==> config.mk <==
export PLATFORM = sky130hd
export DESIGN_NAME = cond_deser_port
export DESIGN_NICKNAME = d
export VERILOG_FILES = /design/src/rtl/cdp_pkg.sv /design/src/rtl/cdp_strobe_gate.sv /design/src/rtl/cdp_cond_cmp.sv /design/src/rtl/cond_deser_port.sv
export SDC_FILE = /design/constraint.sdc
export NUM_CORES = 1
export LEC_CHECK = 0
export ABC_AREA = 1
export ABC_CLOCK_PERIOD_IN_PS = 5200
export CAP_MARGIN = 20
export CORE_MARGIN = 5
export CORE_UTILIZATION = 58
export CTS_CLUSTER_SIZE = 20
export DETAILED_ROUTE_END_ITERATION = 16
export HOLD_SLACK_MARGIN = 0.12
export PLACE_DENSITY = 0.84
export SKIP_LAST_GASP = 1
export SLEW_MARGIN = 20
export SYNTH_ARGS = -nofsm -noshare
export SYNTH_HDL_FRONTEND = slang
export SYNTH_HIERARCHICAL = 1
export SYNTH_SLANG_ARGS = --single-unit
==> constraint.sdc <==
create_clock -name clk -period 5.2 [get_ports clk]
set_input_delay 0.78 -clock clk [delete_from_list [all_inputs] [get_ports clk]]
set_output_delay 0.78 -clock clk [all_outputs]
set_load 0.05 [all_outputs]
==> src/rtl/cdp_pkg.sv <==
package cdp_pkg;
    typedef enum logic [1:0] {
        PH_RUN  = 2'd0,
        PH_TIME = 2'd1,
        PH_COND = 2'd2
    } phase_e;

    localparam logic [1:0] COND_NONE = 2'd0;
    localparam logic [1:0] COND_EQ   = 2'd1;
    localparam logic [1:0] COND_NE   = 2'd2;

    localparam logic [1:0] MODE_IMPL  = 2'd0;
    localparam logic [1:0] MODE_MAST  = 2'd1;
    localparam logic [1:0] MODE_SLAV  = 2'd2;
    localparam logic [1:0] MODE_BOTH  = 2'd3;
endpackage

==> src/rtl/cdp_strobe_gate.sv <==
module cdp_strobe_gate
    import cdp_pkg::*;
(
    input  logic [1:0] mode,
    input  logic       tick,
    input  logic       rdy_in,
    output logic       take
);
    logic needs_in;

    always_comb begin
        needs_in = (mode == MODE_SLAV) || (mode == MODE_BOTH);
        take     = tick && (!needs_in || rdy_in);
    end
endmodule

==> src/rtl/cdp_cond_cmp.sv <==
module cdp_cond_cmp
    import cdp_pkg::*;
#(
    parameter int PIN_W = 4
) (
    input  logic [1:0]       cond,
    input  logic [PIN_W-1:0] pins,
    input  logic [PIN_W-1:0] value,
    output logic             hit
);
    always_comb begin
        unique case (cond)
            COND_EQ: hit = (pins == value);
            COND_NE: hit = (pins != value);
            default: hit = 1'b1;
        endcase
    end
endmodule

==> src/rtl/cond_deser_port.sv <==
module cond_deser_port
    import cdp_pkg::*;
#(
    parameter int PIN_W  = 4,
    parameter int WORD_W = 8,
    parameter int CNT_W  = 16
) (
    input  logic              clk,
    input  logic              rst_n,
    input  logic              tick,
    input  logic [PIN_W-1:0]  pins,
    input  logic              rdy_in,
    input  logic [1:0]        strobe_mode,
    input  logic              arm,
    input  logic              arm_timed,
    input  logic [CNT_W-1:0]  arm_time,
    input  logic [1:0]        arm_cond,
    input  logic [PIN_W-1:0]  arm_value,
    output logic              rd_valid,
    input  logic              rd_ready,
    output logic [WORD_W-1:0] rd_data,
    output logic [CNT_W-1:0]  rd_stamp,
    output logic              rdy_out
);
    localparam int SLOTS  = WORD_W / PIN_W;
    localparam int FILL_W = $clog2(SLOTS + 1);
    localparam logic [FILL_W-1:0] FULL = FILL_W'(SLOTS);

    typedef struct packed {
        phase_e             phase;
        logic [1:0]         cond;
        logic [PIN_W-1:0]   value;
        logic [CNT_W-1:0]   target;
        logic [CNT_W-1:0]   cnt;
        logic [WORD_W-1:0]  sh;
        logic [FILL_W-1:0]  fill;
        logic [WORD_W-1:0]  xfer;
        logic               xfer_v;
        logic [CNT_W-1:0]   stamp;
    } st_t;

    st_t st_d, st_q;

    logic   take;
    logic   hit;
    logic   pop;
    logic   keep;
    phase_e ph_eff;
    logic [FILL_W-1:0] fill_obs;

    cdp_strobe_gate u_gate (
        .mode   (strobe_mode),
        .tick   (tick),
        .rdy_in (rdy_in),
        .take   (take)
    );

    cdp_cond_cmp #(.PIN_W(PIN_W)) u_cmp (
        .cond  (st_q.cond),
        .pins  (pins),
        .value (st_q.value),
        .hit   (hit)
    );

    always_comb begin
        st_d   = st_q;
        keep   = 1'b0;
        pop    = st_q.xfer_v && rd_ready;
        ph_eff = st_q.phase;

        if (tick) st_d.cnt = st_q.cnt + 1'b1;
        if (pop)  st_d.xfer_v = 1'b0;

        if (arm) begin
            st_d.sh     = '0;
            st_d.fill   = '0;
            st_d.cond   = arm_cond;
            st_d.value  = arm_value;
            st_d.target = arm_time;
            if (arm_timed)                  st_d.phase = PH_TIME;
            else if (arm_cond != COND_NONE) st_d.phase = PH_COND;
            else                            st_d.phase = PH_RUN;
        end else begin
            // Time is judged on every edge, gated or not, so it is never missed
            if (st_q.phase == PH_TIME && tick && st_q.cnt == st_q.target)
                ph_eff = (st_q.cond != COND_NONE) ? PH_COND : PH_RUN;
            st_d.phase = ph_eff;
            if (take) begin
                if (ph_eff == PH_RUN) begin
                    keep = 1'b1;
                end else if (ph_eff == PH_COND && hit) begin
                    keep       = 1'b1;
                    st_d.phase = PH_RUN;
                    st_d.cond  = COND_NONE;
                end
            end
            if (keep && st_q.fill < FULL) begin
                st_d.sh = st_q.sh >> PIN_W;
                st_d.sh[WORD_W-1 -: PIN_W] = pins;
                st_d.fill = st_q.fill + 1'b1;
            end
        end

        if (st_d.fill == FULL && (!st_q.xfer_v || pop)) begin
            st_d.xfer   = st_d.sh;
            st_d.xfer_v = 1'b1;
            st_d.stamp  = st_q.cnt;
            st_d.sh     = '0;
            st_d.fill   = '0;
        end
    end

    always_ff @(posedge clk or negedge rst_n) begin
        if (!rst_n) begin
            st_q       <= '0;
            st_q.phase <= PH_RUN;
        end else begin
            st_q <= st_d;
        end
    end

    always_comb begin
        rd_valid = st_q.xfer_v;
        rd_data  = st_q.xfer;
        rd_stamp = st_q.stamp;
        fill_obs = st_q.fill;
        if (!strobe_mode[0])             rdy_out = 1'b0;
        else if (st_q.phase == PH_TIME)  rdy_out = 1'b0;
        else if (st_q.phase == PH_COND)  rdy_out = 1'b1;
        else                             rdy_out = (st_q.fill < FULL);
    end
endmodule

==> summary.md, run 1 <==
| Metric | Value |
|---|---|
| Status | complete, no violations |
| Final setup fails | 0 |
| GRT Total Usage | 20.3% |
| EDFF count, synth | 0 |
| Seq/Total Area, Yosys | 47.7% |
| Syn nets | 543 |
| Clk sinks | 75 |
| Worst-path fanout max | 33 |
| Grt met1 use | 27.9% |
| DRC | 0 |
| Die area | 8540 µm² |
| Worst VDD drop | 0.000200 V |
| Met3 Track Usage GR | 2.92% |
| Skew final | 9.14 ps |
| # fillers | 529 |
| Pre-antenna DRT Iters | 4 |
| Slowest CP cell | a21oi_4 |
| Mean Syn Cell Area | 7.80 µm² |
| CP Capture Type | flip-flop |
| CTS tree | built |
| Most frequent cells in the layout | 172 x nand2_1, 75 x dfrtp_1, 65 x inv_1 |
| Clock transition at path regs | 80 ps |
| Rows | 30 |
| RSZ-0062 raised after global routing | false |
| CTS Buffer Depth | 2 |
| Vias in the first global route | 2940 |
| Dpl ws | 1260 ps |
| Wire length per cell | 13.1 µm |
| Die X-Extent | 92.4 µm |
| Pleak | 2.44 nW |
| First-pass GRT wire length | 14.0 mm |
| Post-synth top flop | dfrtp_1 |
| Buf+Inv Stages, Crit Path | 2 |
| CTS Buf Count | 9 |
| CP arrival | 3860 ps |
| Max-cap violations | 0 |
| Area Overhead vs Synth | 16.8% |
| Global routing met2 resource utilization | 32.1% |
| Critical path class | in2reg |
| Max incr delay on CP | 570 ps |
| Fin crit share | 69.6% |
| Tightest Pin Transition | 906 ps |
| Critical path launch point type | input port |
| CP Data Required Time | 5440 ps |
| Crit-path cells | clkdlybuf4s50_1, inv_2, nor2_1, nand3_1, nor2_2, nand3_1, a21oi_2, nand3_2, a21oi_4, nand3_4, nand2_1, nand2_1 |
| PortBufs | 60 |
| Synth async-reset ratio | 100% |
| Slew HR | 39.6% |
| Resize count post-CTS | 0 |
| Synthesis Warnings | 6 |
| Initial DRC Count | 183 |
| Core ar. | 6680 µm² |
| H-Tree Depth | 3 |
| Number of antenna diodes | 0 |
| Commonest non-fill, non-tap cell in the layout | nand2_1 |
| Fin. max-slew vios | 0 |
| Clk Latency, worst-skew pair | 350 ps |
| Layout Nets | 574 |
| Layout cell share with drive strength beyond 1 | 9.07% |
| Final wirelength | 8.15 mm |
| FF+latch count, synth | 75 |
| Placer Congestion | 0.906 |
| Post-synthesis cell type count | 29 |
| Setup Fix Bufs, Post-CTS | 0 |
| Via count | 3163 |
| Worst setup margin | 1580 ps |
| Largest delay contributor family on the critical path | simple AND/OR/NAND/NOR gates |
| Die Height | 92.4 µm |
| Vias per cell | 5.10 |
| Initial antenna violation count | 0 |
| Final antenna-violating net count | 0 |
| Grt ovf | 0 |
| Clock root cell | clkbuf_8 |
| # IOs | 61 |
| Final Critical Period | 3620 ps |
| Hold-fix buffers, CTS | 0 |
| Initial core utilization | 58.9% |
| Power per standard cell area | 397 nW/µm² |
| Fin. Hold Viols | 0 |
| Final HPWL DP | 5.68 mm |
| Cells after Synth | 505 |
| GRT busiest layer | met2 |
| F_max | 276 MHz |
| Mapped Area | 3940 µm² |
| Hold WC Path Type | reg2reg |
| Setup TNS | 0 ps |
| Pin count of the biggest net entering global routing | 76 |
## path summary, 6_finish.rpt
| path | start | slack [ps] | endpoint | cells after the start |
|---|---|---|---|---|
| min reg2reg | rd_stamp[14] | 480 | rd_stamp[14] | 2 |
| max in group asynchronous | rst_n | 3970 | st_q[68] | 2 |
| max reg2reg | st_q[73] | 2000 | rd_data[3] | 13 |
| min in group asynchronous | rst_n | 620 | st_q[66] | 2 |
| min | rd_stamp[14] | 480 | rd_stamp[14] | 2 |
| max | tick | 1580 | rd_data[3] | 12 |
## Yosys cell counts, types with 2 or more instances
cell type / instances / area, µm²
a21oi_2: 2 / 17.5
buf_2: 4 / 20.0
buf_4: 27 / 203
buf_6: 3 / 33.8
clkbuf_1: 7 / 26.3
clkinv_1: 2 / 7.51
dfrtp_1: 75 / 1880
ha_1: 3 / 37.5
inv_1: 65 / 244
inv_2: 18 / 67.6
nand2_1: 172 / 646
nand3_1: 10 / 50.1
nand3_2: 2 / 20.0
nand4_1: 36 / 225
nor2_1: 23 / 86.3
nor2_2: 5 / 31.3
nor3_1: 3 / 15.0
nor4_1: 2 / 12.5
o21ai_0: 23 / 115
xnor2_1: 2 / 17.5
xor2_1: 13 / 114
## layout make-up
cell class              count  area [µm²]  share of cell area, %
flip-flops and latches     75        1880                   40.8
multi-input cells         303        1460                   31.6
repair buffers             62         611                   13.3
inverters                  85         319                   6.94
clock buffers               9         124                   2.69
clock inverters             6         115                   2.50
well taps                  80         100                   2.18
## worst register-to-register path, cell delays in order (launching register included)
cell	delay [ps]
dfrtp_1	410
inv_1	70
nor2_2	150
nand2_1	70
nor2_1	90
nand2_1	70
nor2_2	150
nand3_1	130
a21oi_2	450
nand3_2	170
a21oi_4	570
nand3_4	480
nand2_1	210
nand2_1	80
## through the flow
step / area, µm² / total power, mW / utilization, % / hold WS, ps / cells
after floorplan: 3940 / 1.17 / - / 443 / 505
final: 4600 / 1.83 / 68.9 / 477 / 620
after global routing: 4600 / 1.92 / 68.9 / 500 / 620
after CTS: 4600 / 1.84 / 68.9 / 480 / 620
after global placement: 4360 / 1.27 / 65.3 / 458 / 605
after detailed placement: 4360 / 1.30 / 65.3 / 461 / 605
## state kept, by name, summed over array words and instances (netlist names)
register and flops:
rd_valid 1, rd_data 8, rd_stamp 16, st_q 48, fill_obs 2
## kinds of logic (layout without fill, tap and decap cells)
group                    after synthesis  count (layout)  synth area share (%)
XOR/XNOR                              15              15                  3.34
AO/OA/AOI/OAI                         29              29                  4.23
adder cells (fa/ha/maj)                3               3                 0.953
buffers and inverters                127             162                  15.4
flip-flops                            75              75                  47.7
AND/OR/NAND/NOR                      256             256                  28.4
## power by group
part / switching (mW) / internal [mW]
sequential: 0.0937 / 0.679
clock: 0.219 / 0.317
combinational: 0.338 / 0.179
total: 0.650 / 1.18
## metal layers
| layer | wire length, µm | vias to the layer above |
|---|---|---|
| met5 | 0 | - |
| met4 | 196 | 0 |
| met3 | 446 | 16 |
| met2 | 3700 | 87 |
| met1 | 3810 | 1463 |
| li1 | - | 1597 |
(Power assumes the default switching activity.)
==> run 2, diff against run 1 <==
Settings changed: ABC_CLOCK_PERIOD_IN_PS 5200 to 3100, CORE_UTILIZATION 58 to 49, PLACE_DENSITY 0.84 to 0.76.
Clock period 5.2 ns to 3.1 ns, I/O delays scaled along.
==> run 2 against run 1 <==
- cell area increased by 0.27%
- largest power group unchanged
- clock skew decreased by 0.67 ps
- sequential power increased by 67%
- critical path depth unchanged
- largest cell class unchanged
- first-iteration DRC count increased by 21%
- global-route usage decreased by 3.7 points
==> summary.md, run 2 (synthesis gave the netlist of run 1 again) <==
| Metric | Value |
|---|---|
| Net Sw Frac | 38.4% (+2.8 points) |
| Tightest Pin Transition | 578 ps (-328 ps) |
| Initial antenna violation count | 0 (unchanged) |
| Status | complete, no violations |
| Power per standard cell area | 612 nW/µm² (+54%) |
| Worst-path fanout max | 33 (unchanged) |
| Vias per cell | 4.83 (-5.4%) |
| CTS Buffer Depth | 2 (unchanged) |
| Final antenna-violating net count | 0 (unchanged) |
| Die area | 9930 µm² (+16%) |
| Final setup fails | 0 (unchanged) |
| Max-cap violations | 0 (unchanged) |
| Vias in the first global route | 2858 (-2.8%) |
| Dpl ws | 241 ps (-1020 ps) |
| Final wirelength | 7.89 mm (-3.2%) |
| Area occupied by registers | 1880 µm² (unchanged) |
| First-pass GRT wire length | 13.4 mm (-3.9%) |
| Skew final | 8.47 ps (-0.669 ps) |
| # IOs | 61 (unchanged) |
| PortBufs | 60 (unchanged) |
| Clk Latency, worst-skew pair | 350 ps (about the same) |
| Switch Pwr | 1.08 mW (+67%) |
| Final Critical Period | 2500 ps |
| Depth of the worst register-to-register path | 13 (unchanged) |
| Critical path class | in2reg |
| Worst VDD drop | 0.000221 V (+11%) |
| Pleak | 2.44 nW (+0.16%) |
| H-Tree Depth | 3 (unchanged) |
| Die X-Extent | 99.6 µm (+7.8%) |
| Initial core utilization | 50.7% (-8.2 points) |
| Core ar. | 7770 µm² (+16%) |
| Rows | 32 (+6.7%) |
| CP Data Required Time | 3340 ps (-2100 ps) |
| Final non-filler cell total | 649 (+4.7%) |
| Worst setup margin | 604 ps (-979 ps) |
| Critical path launch point type | input port |
| Buf+Inv Stages, Crit Path | 3 (+1) |
| Part of the power in combinational logic | 30.4% (+2.1 points) |
| Commonest non-fill, non-tap cell in the layout | nand2_1 |
| Most frequent cells in the layout | 172 x nand2_1, 75 x dfrtp_1, 65 x inv_1 |
| Wire length per cell | 12.2 µm (-7.5%) |
| Number of antenna diodes | 0 (unchanged) |
| Slowest CP cell | clkdlybuf4s50_1 |
| Fin crit share | 80.5% |
| Placer Congestion | 0.860 (-5.1%) |
| Pre-antenna DRT Iters | 4 (unchanged) |
| Max reg flops | 48 (unchanged) |
| Crit-path cells | clkdlybuf4s50_1, inv_2, nor2_1, nand3_1, nor2_2, nand3_1, a21oi_2, nand3_2, a21oi_4, nand3_4, nand2_1, inv_2 |
| Max incr delay on CP | 560 ps (about the same) |
| Clk sinks | 75 (unchanged) |
| Clock root cell | clkbuf_8 |
| Grt ovf | 0 (unchanged) |
| Final HPWL DP | 5.93 mm (+4.5%) |
| Internal power | 1.74 mW (+48%) |
| CTS tree | built |
| CP Capture Type | flip-flop |
| Multi-input gate area | 1460 µm² (unchanged) |
| Area Overhead vs Synth | 17.2% |
| Die Height | 99.6 µm (+7.8%) |
| Clock transition at path regs | 80 ps (about the same) |
| RSZ-0062 raised after global routing | false |
| Top reg by flops | st_q |
| GRT Total Usage | 16.7% (-3.7 points) |
| Post-Place Cells | 633 (+4.6%) |
| Sequential Power Share | 45.8% (+3.5 points) |
| Setup TNS | 0 ps (unchanged) |
| Via count | 3132 (-0.98%) |
| Slew HR | 61.5% (+22 points) |
| F_max | 401 MHz |
| Clock share of power | 23.9% (-5.5 points) |
| Layout Nets | 580 (+1.0%) |
| WP depth | 12 (unchanged) |
| Resize count post-CTS | 0 (unchanged) |
| Setup Fix Bufs, Post-CTS | 0 (unchanged) |
| Hold-fix buffers, CTS | 0 (unchanged) |
| Pin count of the biggest net entering global routing | 49 (-36%) |
| DRC | 0 (unchanged) |
| Hold WC Path Type | in2async |
| CTS Buf Count | 9 (unchanged) |
| Fin. Hold Viols | 0 (unchanged) |
| Layout cell share with drive strength beyond 1 | 10.2% (+1.2 points) |
| # fillers | 707 (+34%) |
| Fin. max-slew vios | 0 (unchanged) |
| Largest delay contributor family on the critical path | simple AND/OR/NAND/NOR gates |
| CP arrival | 2740 ps (-1120 ps) |
| Initial DRC Count | 222 (+21%) |
==> run 2: cell type report <==
type	count	area share, %
inverter	85	6.92
timing repair buffer	68	14.3
clock buffer	9	2.69
multi-input combinational	303	31.5
clock inverter	7	1.14
tap	102	2.77
sequential	75	40.7
==> run 2: power groups by stage <==
stage / logic [mW] / clock network [mW] / registers, mW
2_1_floorplan: 0.702 / 0 / 1.26
3_3_place_gp: 0.847 / 0 / 1.30
3_5_place_dp: 0.865 / 0 / 1.31
4_1_cts: 0.867 / 0.687 / 1.29
5_1_grt: 0.948 / 0.727 / 1.32
6_report: 0.857 / 0.674 / 1.29
==> run 2: stage by stage <==
step                      hold WS, ps  util [%]  total power, mW  instance area [µm²]
after global placement            458      57.1             2.15                 4430
after global routing              153      59.4             2.99                 4610
final                            98.3      59.4             2.82                 4610
after detailed placement          460      57.1             2.18                 4430
after CTS                         301      59.4             2.85                 4610
after floorplan                   169         -             1.96                 3940
==> run 2: worst paths after layout <==
path,start,to,slack [ps]
max in group asynchronous,rst_n,st_q[68],2340
setup / recovery,tick,st_q[31],600
setup reg to reg,st_q[73],st_q[31],700
min in group clk,rd_stamp[0],rd_stamp[0],480
hold reg to reg,rd_stamp[0],rd_stamp[0],480
hold / removal,rst_n,st_q[51],100
==> run 2: worst register-to-register path: stages, from the launching register on <==
cell and delay [ps]:
dfrtp_1 400, inv_1 70, nor2_2 150, nand2_1 80
nor2_1 90, nand2_1 70, nor2_2 130, nand3_1 120
a21oi_2 320, nand3_2 140, a21oi_4 180, nand3_4 310
nand2_1 190, inv_2 40
==> run 2: routing by layer <==
metal	track usage [%]	wire, µm	up-vias
li1	-	-	1614
met1	24.2	3880	1433
met2	25.1	3490	75
met3	2.45	393	10
met4	6.62	125	0
met5	0	0	-
